## src/rtl/mib_stats_pkg.sv

```systemverilog
package mib_stats_pkg;

    // Counter population and sparse index layout
    localparam int LO_COUNT  = 32;           // event counters at 0x00..0x1F
    localparam int HI_COUNT  = 4;            // aggregate counters at HI_BASE..
    localparam int HI_BASE   = 'h80;
    localparam int NUM_SLOTS = LO_COUNT + HI_COUNT;
    localparam int SLOT_W    = $clog2(NUM_SLOTS);

    // Register window layout
    localparam int REG_W   = 32;
    localparam int IDX_W   = 8;
    localparam int REQ_BIT = 31;

    typedef enum logic [0:0] {
        FS_IDLE  = 1'b0,
        FS_FETCH = 1'b1
    } fetch_state_t;

    typedef struct packed {
        logic              hit;
        logic [SLOT_W-1:0] slot;
    } slot_sel_t;

    typedef struct packed {
        fetch_state_t     st;
        logic [IDX_W-1:0] idx;
    } ctl_state_t;

    // Sparse index to dense slot translation
    function automatic slot_sel_t map_index(input logic [IDX_W-1:0] idx);
        slot_sel_t r;
        r.hit  = 1'b0;
        r.slot = '0;
        if (int'(idx) < LO_COUNT) begin
            r.hit  = 1'b1;
            r.slot = SLOT_W'(idx);
        end else if (int'(idx) >= HI_BASE && int'(idx) < HI_BASE + HI_COUNT) begin
            r.hit  = 1'b1;
            r.slot = SLOT_W'(LO_COUNT + int'(idx) - HI_BASE);
        end
        return r;
    endfunction

    // Control word as seen on the read side
    function automatic logic [REG_W-1:0] pack_ctl(input ctl_state_t c);
        logic [REG_W-1:0] w;
        w              = '0;
        w[REQ_BIT]     = (c.st == FS_FETCH);
        w[IDX_W-1:0]   = c.idx;
        return w;
    endfunction

endpackage

```

## src/rtl/mib_sat_cnt.sv

```systemverilog
module mib_sat_cnt #(
    parameter int CNT_W = 32
) (
    input  logic             clk,
    input  logic             rst,
    input  logic             inc,
    input  logic             clr,
    output logic [CNT_W-1:0] value
);
    localparam logic [CNT_W-1:0] ALL_ONES = {CNT_W{1'b1}};
    localparam logic [CNT_W-1:0] ONE      = CNT_W'(1);

    logic [CNT_W-1:0] nxt;

    always_comb begin
        if (clr) begin
            nxt = inc ? ONE : '0;
        end else if (inc && (value != ALL_ONES)) begin
            nxt = value + ONE;
        end else begin
            nxt = value;
        end
    end

    always_ff @(posedge clk) begin
        if (rst) begin
            value <= '0;
        end else begin
            value <= nxt;
        end
    end
endmodule

```

## src/rtl/mib_counter_bank.sv

```systemverilog
module mib_counter_bank
    import mib_stats_pkg::*;
#(
    parameter int NUM   = NUM_SLOTS,
    parameter int CNT_W = 32
) (
    input  logic                      clk,
    input  logic                      rst,
    input  logic [NUM-1:0]            inc,
    input  logic                      clr_en,
    input  logic [SLOT_W-1:0]         clr_slot,
    output logic [NUM-1:0][CNT_W-1:0] cnt
);
    for (genvar g = 0; g < NUM; g++) begin : g_cnt
        logic clr_here;
        assign clr_here = clr_en && (clr_slot == SLOT_W'(g));

        mib_sat_cnt #(.CNT_W(CNT_W)) u_cnt (
            .clk   (clk),
            .rst   (rst),
            .inc   (inc[g]),
            .clr   (clr_here),
            .value (cnt[g])
        );
    end
endmodule

```

## src/rtl/mib_fetch_ctl.sv

```systemverilog
module mib_fetch_ctl
    import mib_stats_pkg::*;
#(
    parameter int FETCH_LAT = 2
) (
    input  logic             clk,
    input  logic             rst,
    input  logic             wr_en,
    input  logic [REG_W-1:0] wr_word,
    output ctl_state_t       ctl,
    output logic             done
);
    localparam int WC_W = $clog2(FETCH_LAT) + 1;
    localparam logic [WC_W-1:0] LAST = WC_W'(FETCH_LAT - 1);

    logic [WC_W-1:0] wcnt;

    assign done = (ctl.st == FS_FETCH) && (wcnt == LAST);

    always_ff @(posedge clk) begin
        if (rst) begin
            ctl.st  <= FS_IDLE;
            ctl.idx <= '0;
            wcnt    <= '0;
        end else begin
            unique case (ctl.st)
                FS_IDLE: begin
                    if (wr_en) begin
                        ctl.idx <= wr_word[IDX_W-1:0];
                        wcnt    <= '0;
                        if (wr_word[REQ_BIT]) begin
                            ctl.st <= FS_FETCH;
                        end
                    end
                end
                FS_FETCH: begin
                    if (done) begin
                        ctl.st <= FS_IDLE;
                    end else begin
                        wcnt <= wcnt + WC_W'(1);
                    end
                end
                default: ctl.st <= FS_IDLE;
            endcase
        end
    end
endmodule

```

## src/rtl/mib_stats_port.sv

```systemverilog
module mib_stats_port
    import mib_stats_pkg::*;
#(
    parameter int CNT_W     = 32,
    parameter int FETCH_LAT = 2
) (
    input  logic                 clk,
    input  logic                 rst,
    input  logic                 reg_we,
    input  logic                 reg_sel,
    input  logic [REG_W-1:0]     reg_wdata,
    output logic [REG_W-1:0]     reg_rdata,
    input  logic [NUM_SLOTS-1:0] cnt_inc
);
    ctl_state_t                       ctl;
    logic                             done;
    slot_sel_t                        sel;
    logic [NUM_SLOTS-1:0][CNT_W-1:0]  cnt_arr;
    logic [REG_W-1:0]                 data_q;
    logic [REG_W-1:0]                 ctl_word;
    logic                             ctl_wr;

    assign ctl_wr   = reg_we && !reg_sel;
    assign sel      = map_index(ctl.idx);
    assign ctl_word = pack_ctl(ctl);

    mib_fetch_ctl #(.FETCH_LAT(FETCH_LAT)) u_fetch (
        .clk     (clk),
        .rst     (rst),
        .wr_en   (ctl_wr),
        .wr_word (reg_wdata),
        .ctl     (ctl),
        .done    (done)
    );

    mib_counter_bank #(.NUM(NUM_SLOTS), .CNT_W(CNT_W)) u_bank (
        .clk      (clk),
        .rst      (rst),
        .inc      (cnt_inc),
        .clr_en   (done && sel.hit),
        .clr_slot (sel.slot),
        .cnt      (cnt_arr)
    );

    always_ff @(posedge clk) begin
        if (rst) begin
            data_q <= '0;
        end else if (done) begin
            data_q <= sel.hit ? REG_W'(cnt_arr[sel.slot]) : '0;
        end
    end

    assign reg_rdata = reg_sel ? data_q : ctl_word;
endmodule

```

## config.mk

```make
export PLATFORM = sky130hd
export DESIGN_NAME = mib_stats_port
export DESIGN_NICKNAME = d
export VERILOG_FILES = /design/src/rtl/mib_stats_pkg.sv /design/src/rtl/mib_sat_cnt.sv /design/src/rtl/mib_counter_bank.sv /design/src/rtl/mib_fetch_ctl.sv /design/src/rtl/mib_stats_port.sv
export SDC_FILE = /design/constraint.sdc
export NUM_CORES = 2
export LEC_CHECK = 0
export BUFFER_PORTS_ARGS = -buffer_cell sky130_fd_sc_hd__buf_2
export CAP_MARGIN = 10
export CORE_MARGIN = 4
export CORE_UTILIZATION = 35
export DETAILED_ROUTE_END_ITERATION = 12
export PLACE_DENSITY_LB_ADDON = 0.08
export SYNTH_ARGS = -nofsm -noshare
export SYNTH_HDL_FRONTEND = slang
export SYNTH_SLANG_ARGS = --single-unit
```

## constraint.sdc

```tcl
create_clock -name clk -period 2.6 [get_ports clk]
set_input_delay 0.26 -clock clk [delete_from_list [all_inputs] [get_ports clk]]
set_output_delay 0.26 -clock clk [all_outputs]
set_load 0.1 [all_outputs]
```

== Word level (Yosys, flattened, before mapping) ==
Cells that the tools add are included.
Operators by class
  order comparisons: 4
  eq/ne operators: 74
  add/sub/neg operators: 39
  reductions and logical operators: 116
  bitwise logic cells: 1
  multiplexer cells: 121
Operators by type and width (number)
  32-bit 2-to-1 mux: 75
  32-bit by 1-bit adder with 32-bit output, second input constant: 36
  32-bit != test, second input constant: 36
  32-bit binary-select mux with 6-bit select: 1
  6-bit by 5-bit equality test with 1-bit output, second input constant: 16
  1-bit logical AND: 76
  2-bit nonzero test: 36
  6-bit by 4-bit equality test with 1-bit output, second input constant: 8
  1-bit 2-to-1 mux: 38
  6-bit by 3-bit equality test with 1-bit output, second input constant: 4
  6-bit equality test, second input constant: 4
  7-bit 2-to-1 mux: 2
  6-bit by 2-bit equality test with 1-bit output, second input constant: 2
  9-bit 2-to-1 mux: 1
  8-bit >= comparator, second input constant: 1
  8-bit by 6-bit less-than comparator with 1-bit output, second input constant: 1
  8-bit less-than comparator, second input constant: 1
  6-bit by 7-bit less-than comparator with 1-bit output, second input constant: 1
  6-bit adder, first input constant: 1
  6-bit by 1-bit equality test with 1-bit output, second input constant: 1
  6-bit zero test: 1
  6-bit by 1-bit subtractor with 6-bit output, second input constant: 1
  2-bit 2-to-1 mux: 2
  2-bit != test, second input constant: 2
  7 further kinds: 8
Storage, ports and cells
  register bits: 1195
  output and inout port bits: 32
  word-level logic and storage cells: 395
  input bits: 72

== Logic depth before layout (Yosys ltp) ==
  depth after elaboration: 7
  depth in mapped cells: 11
  gate-level depth less buffers: 8

== By module ==
Synthesis repeated with hierarchy kept, for this count alone.
Unflattened totals
  cell total of the unflattened synthesis: 9156
  area total of the unflattened synthesis: 74955.6 um2
By module, submodules not included
  mib_sat_cnt: cells an instance 206, area an instance 1746.7 um2, times used 36
  mib_stats_port: cells an instance 1629, area an instance 11285.8 um2, times used 1
  mib_fetch_ctl: cells an instance 53, area an instance 425.4 um2, times used 1
  mib_counter_bank: cells an instance 58, area an instance 364.1 um2, times used 1

== Least setup slack after synthesis ==
No wires, ideal clock.
  kind: register -> output
  start point: register u_fetch.ctl[0] (netlist name)
  end point: output port reg_rdata[0]
  required time: 2.340 ns
  path slack: -0.932 ns
  stages on the path, launching flop included: 6
  path buffers: 3
  arrival: 3.272 ns
  path through: dfxtp_1 -> buf_2 -> buf_2 -> clkinv_1 -> clkbuf_1 -> o21ai_0
Between the ends
  longest elaborated chain between the ends: 1
RTL lines
  32-bit 2-to-1 mux: line mib_stats_port.sv:53  | assign reg_rdata = reg_sel ? data_q : ctl_word;
  to (decl): line mib_stats_port.sv:12  | output logic [REG_W-1:0] reg_rdata,
Every way passes these cells.

== Worst setup path after layout ==
  start point: register u_fetch.ctl[5] (netlist name)
  end point: register u_bank.g_cnt[35].u_cnt.value[31]
Between the ends
  longest elaborated chain between the ends: 7
  elaborated cells between the ends (all ways): 13
  classes of those cells: add/sub: 2; order compare: 3; eq/ne: 1; mux: 3; reduce/logical: 4
RTL lines
  6-bit adder (tied with other cells): line mib_stats_pkg.sv:40  | r.slot = SLOT_W'(LO_COUNT + int'(idx) - HI_BASE);
  6-bit by 1-bit subtractor with 6-bit output / 1-bit logical AND (equally long branches): line mib_stats_pkg.sv:40, mib_stats_pkg.sv:38
  7-bit 2-to-1 mux: line mib_stats_pkg.sv:38  | end else if (int'(idx) >= HI_BASE && int'(idx) < HI_BASE + HI_COUNT) begin
  7-bit 2-to-1 mux (*): line mib_stats_pkg.sv:35  | if (int'(idx) < LO_COUNT) begin
  6-bit equality test / 1-bit logical AND (equally long branches): line mib_counter_bank.sv:16, mib_stats_port.sv:40
  1-bit logical AND (*): line mib_counter_bank.sv:16  | assign clr_here = clr_en && (clr_slot == SLOT_W'(g));
  32-bit 2-to-1 mux / 2-bit nonzero test (equally long branches)
  to (signal assigned): line mib_sat_cnt.sv:29  | value <= nxt;
  to (decl): line mib_sat_cnt.sv:8  | output logic [CNT_W-1:0] value
Every way passes the cells marked *; elsewhere a longest branch is shown, timed or not.
A chain may end at the register's enable or synchronous reset.

==> impl_metrics.yaml <==
global_route:
  grt_max_degree: 40
  grt_usage: 0.325
  grt_pass1_wl_um: 479000
  grt_pass1_vias: 67000
  antenna_found_initial: 15
  overflow: 0
timing:
  grt_setup_unrepaired: "yes"
  clock.fmax_ghz: 0.371
  final-hold-violation-count: 0
  finalCriticalPeriod_ps: 2700
  worst_slew_pin_slew_ps: 1020
  finalSetupViolCount: 34
  slew_headroom: 0.308
  fin_ws_ps: -95.6
  drv_slew: 0
  fin_worst_skew_ps: 34.6
  post-route-period-util: 1.04
worst_setup_path:
  cp-start-kind: "register"
  arrival_ps: 3440
  crit_end: "u_bank.g_cnt[35].u_cnt.value[31]"
  cp_max_fo: 12
  reg2reg_from: "u_fetch.ctl[5]"
  r2r_slack_ps: -100
  critPathCaptureType: "register"
  worstRegToRegCells: 8
  criticalPathCategory: "register to register"
  critPathLaunch: "u_fetch.ctl[5]"
  r2r_end: "u_bank.g_cnt[35].u_cnt.value[31]"
  cp.required_ps: 3350
die:
  die_x_um: 447
  start_util: 0.353
  ios: 104
  fp-row-count: 160
  core_area_um2: 191000
  dieHeight_um: 447
  die-area_um2: 200000
yosys:
  synth-main-ff-cell: "dfxtp_1"
  synth.most_common_cell: "dfxtp_1"
  synth_top_area_cell: "dfxtp_1"
  ys_warn_count: 0
  synth_area_leaders: "dfxtp_1 35%, nor2_1 5.7%, xnor2_1 5.3%, xor2_1 3.8%, a21oi_1 3.5%"
  syn_avg_cell_area_um2: 7.95
  synth_common_cells: "1195 x dfxtp_1, 1023 x nor2_1, 617 x nand2_1, 473 x a21oi_1, 429 x nand3_1"
  netlist_area_um2: 67500
  ys_seq_elements: 1195
  synth_edf_count: 0
  syn_inst: 8490
  postSynth.asyncResetShare: 0
  syn_nets: 8599
  yosys.cell_types.count: 112
  synth_top_area_share: 0.355
  seq_area_frac_synth: 0.355
clocking:
  tritoncts: "done"
  clk-insertion-delay-late_ps: 830
  clock_path_buffers: 3
  cts-htree-levels: 4
  cts.clk_slew.worst_paths_ps: 60
  cts.sinks: 1195
  numCtsBuffers: 152
  cts_root_buf: "clkbuf_16"
power:
  switchingPower_uw: 12100
  switching_share: 0.268
  p_per_area_nw_per_um2: 510
  ir_worst_vdd_uv: 498
  p_leak_uw: 0.0313
  combPwrFrac: 0.107
  pwr-share-seq: 0.410
  p_int_uw: 33100
  clock_power_share: 0.482
route:
  vias_per_cell: 5.99
  first_iter_violations: 8167
  met2_length_um: 138000
  wirelength_um: 337000
  highest_layer: "met5"
  wl_met1_um: 154000
  drt-wirelength-per-cell_um: 27.4
  drc: 0
  wl_met3_um: 29500
  final_antenna_net_count: 0
  vias: 73600
  firstDrtPassIters: 8
outcome:
  violations: "setup timing"
  status: "finished, violations left"
flow_run:
  drv_cap: 0
final_layout:
  final_area_um2: 88600
  drive_above_1_share: 0.220
  final_core_util: 0.464
  fin_cells: 12300
  syn2layout_area_growth_pct: 31.4
  nets: 9770
placed_design:
  dpl.hpwl_um: 262000
  dp.cells: 11900
  place_congestion: 1.02
  portBuffers: 80
  dpl-instance-area_um2: 80200
min_path:
  worstHoldPathType: "primary input to register"
power by group through the flow:
stage / logic (µW) / clock network [µW] / registers [µW]
floorplan: 1810 / 0 / 18900
global placement: 4260 / 0 / 18900
detailed placement: 4270 / 0 / 18900
CTS: 4600 / 22200 / 18500
global route: 4960 / 23000 / 18500
finish: 4850 / 21800 / 18500
metrics by stage:
stage          hold slack, ps  power, µW  setup slack, ps  TNS, ps
3_5_place_dp              439      23200             -817   -18430
2_1_floorplan             396      20700             -172     -172
3_3_place_gp              432      23200             -826   -14120
5_1_grt                   330      46500            -86.6     -487
6_report                  312      45200            -95.6     -854
4_1_cts                   248      45400             -124     -859
cell type report:
cell class                 count  area (µm²)
clock buffer                 225        4530
fill                       19100      102000
multi-input combinational   6637       42800
clock inverter                48         522
timing repair buffer        1506       13000
inverter                     169         637
antenna                        7        17.5
tap                         2511        3140
sequential                  1195       23900
registers in the layout, summed over array words and instances, names as in the netlist:
name / flops
u_fetch.wcnt: 2
u_bank.g_cnt.u_cnt.value: 1152
u_fetch.ctl: 9
data_q: 32
per-layer routing:
metal,track usage,vias to the layer above
met5,0,-
met2,0.464,3069
met4,0.135,6
li1,-,33900
met1,0.475,36100
met3,0.0591,554
cells by family (layout without fill, tap and decap cells):
kind of cell	Yosys count	after routing	share of synthesized area
xor gates and xnor gates	697	697	0.0905
muxes	200	200	0.0314
DFF	1195	1195	0.355
buffers and inverters	659	1948	0.0392
adders and majority gates	37	37	0.00686
and+or+nand+nor	3818	3818	0.294
AOI/OAI and AO/OA	1884	1885	0.183
other	0	7	0
worst min path at each step:
stage	from	endpoint	cells past startpoint
global placement	data_q[21]	data_q[21]	2
CTS	cnt_inc[3]	u_bank.g_cnt[3].u_cnt.value[0]	4
finish	cnt_inc[33]	u_bank.g_cnt[33].u_cnt.value[0]	4
detailed placement	data_q[21]	data_q[21]	2
floorplan	reg_wdata[5]	u_fetch.ctl[5]	2
global route	cnt_inc[12]	u_bank.g_cnt[12].u_cnt.value[0]	4
placed cells by master, fill, tap and decap left out, drive strengths merged, types with 37 or more instances in the layout:
cell type    Yosys  layout
buf            165    1449
dfxtp         1195    1195
nor2          1029    1029
nand2          618     618
a21oi          475     475
nand3          431     431
xnor2          406     406
o21ai          383     383
nand4          380     380
xor2           291     291
nor3           270     270
o22ai          256     256
or3            235     235
clkbuf         325     227
and3           184     184
inv            167     171
and4           159     159
mux2i          145     145
nor4           132     132
and2           118     118
or4            100     100
o211ai          92      92
o31ai           90      90
a211oi          70      70
a22oi           64      64
dlygate4sd3      0      53
mux2            51      51
o2111ai         50      50
a31oi           49      49
o221ai          42      42
or2             40      40
ha              37      37
worst max-delay path, cell delays in order, from the launching register on:
cell and delay, ps:
dfxtp_4 370, buf_8 160, or3b_4 430, nor4_4 410
buf_6 210, nor2_2 70, a211o_4 360, or4_1 480
a21oi_1 140
timing repair:
action                                  in CTS  in global routing
resized for setup                          223                216
cloned                                       8                  2
endpoints found under the hold margin      243                  0
hold buffers                                53                  0
buffers inserted                            60                 24
endpoints found under the setup margin     206                293
pin swaps                                   64                 73
No activity file was read; power rests on OpenSTA's default activity.
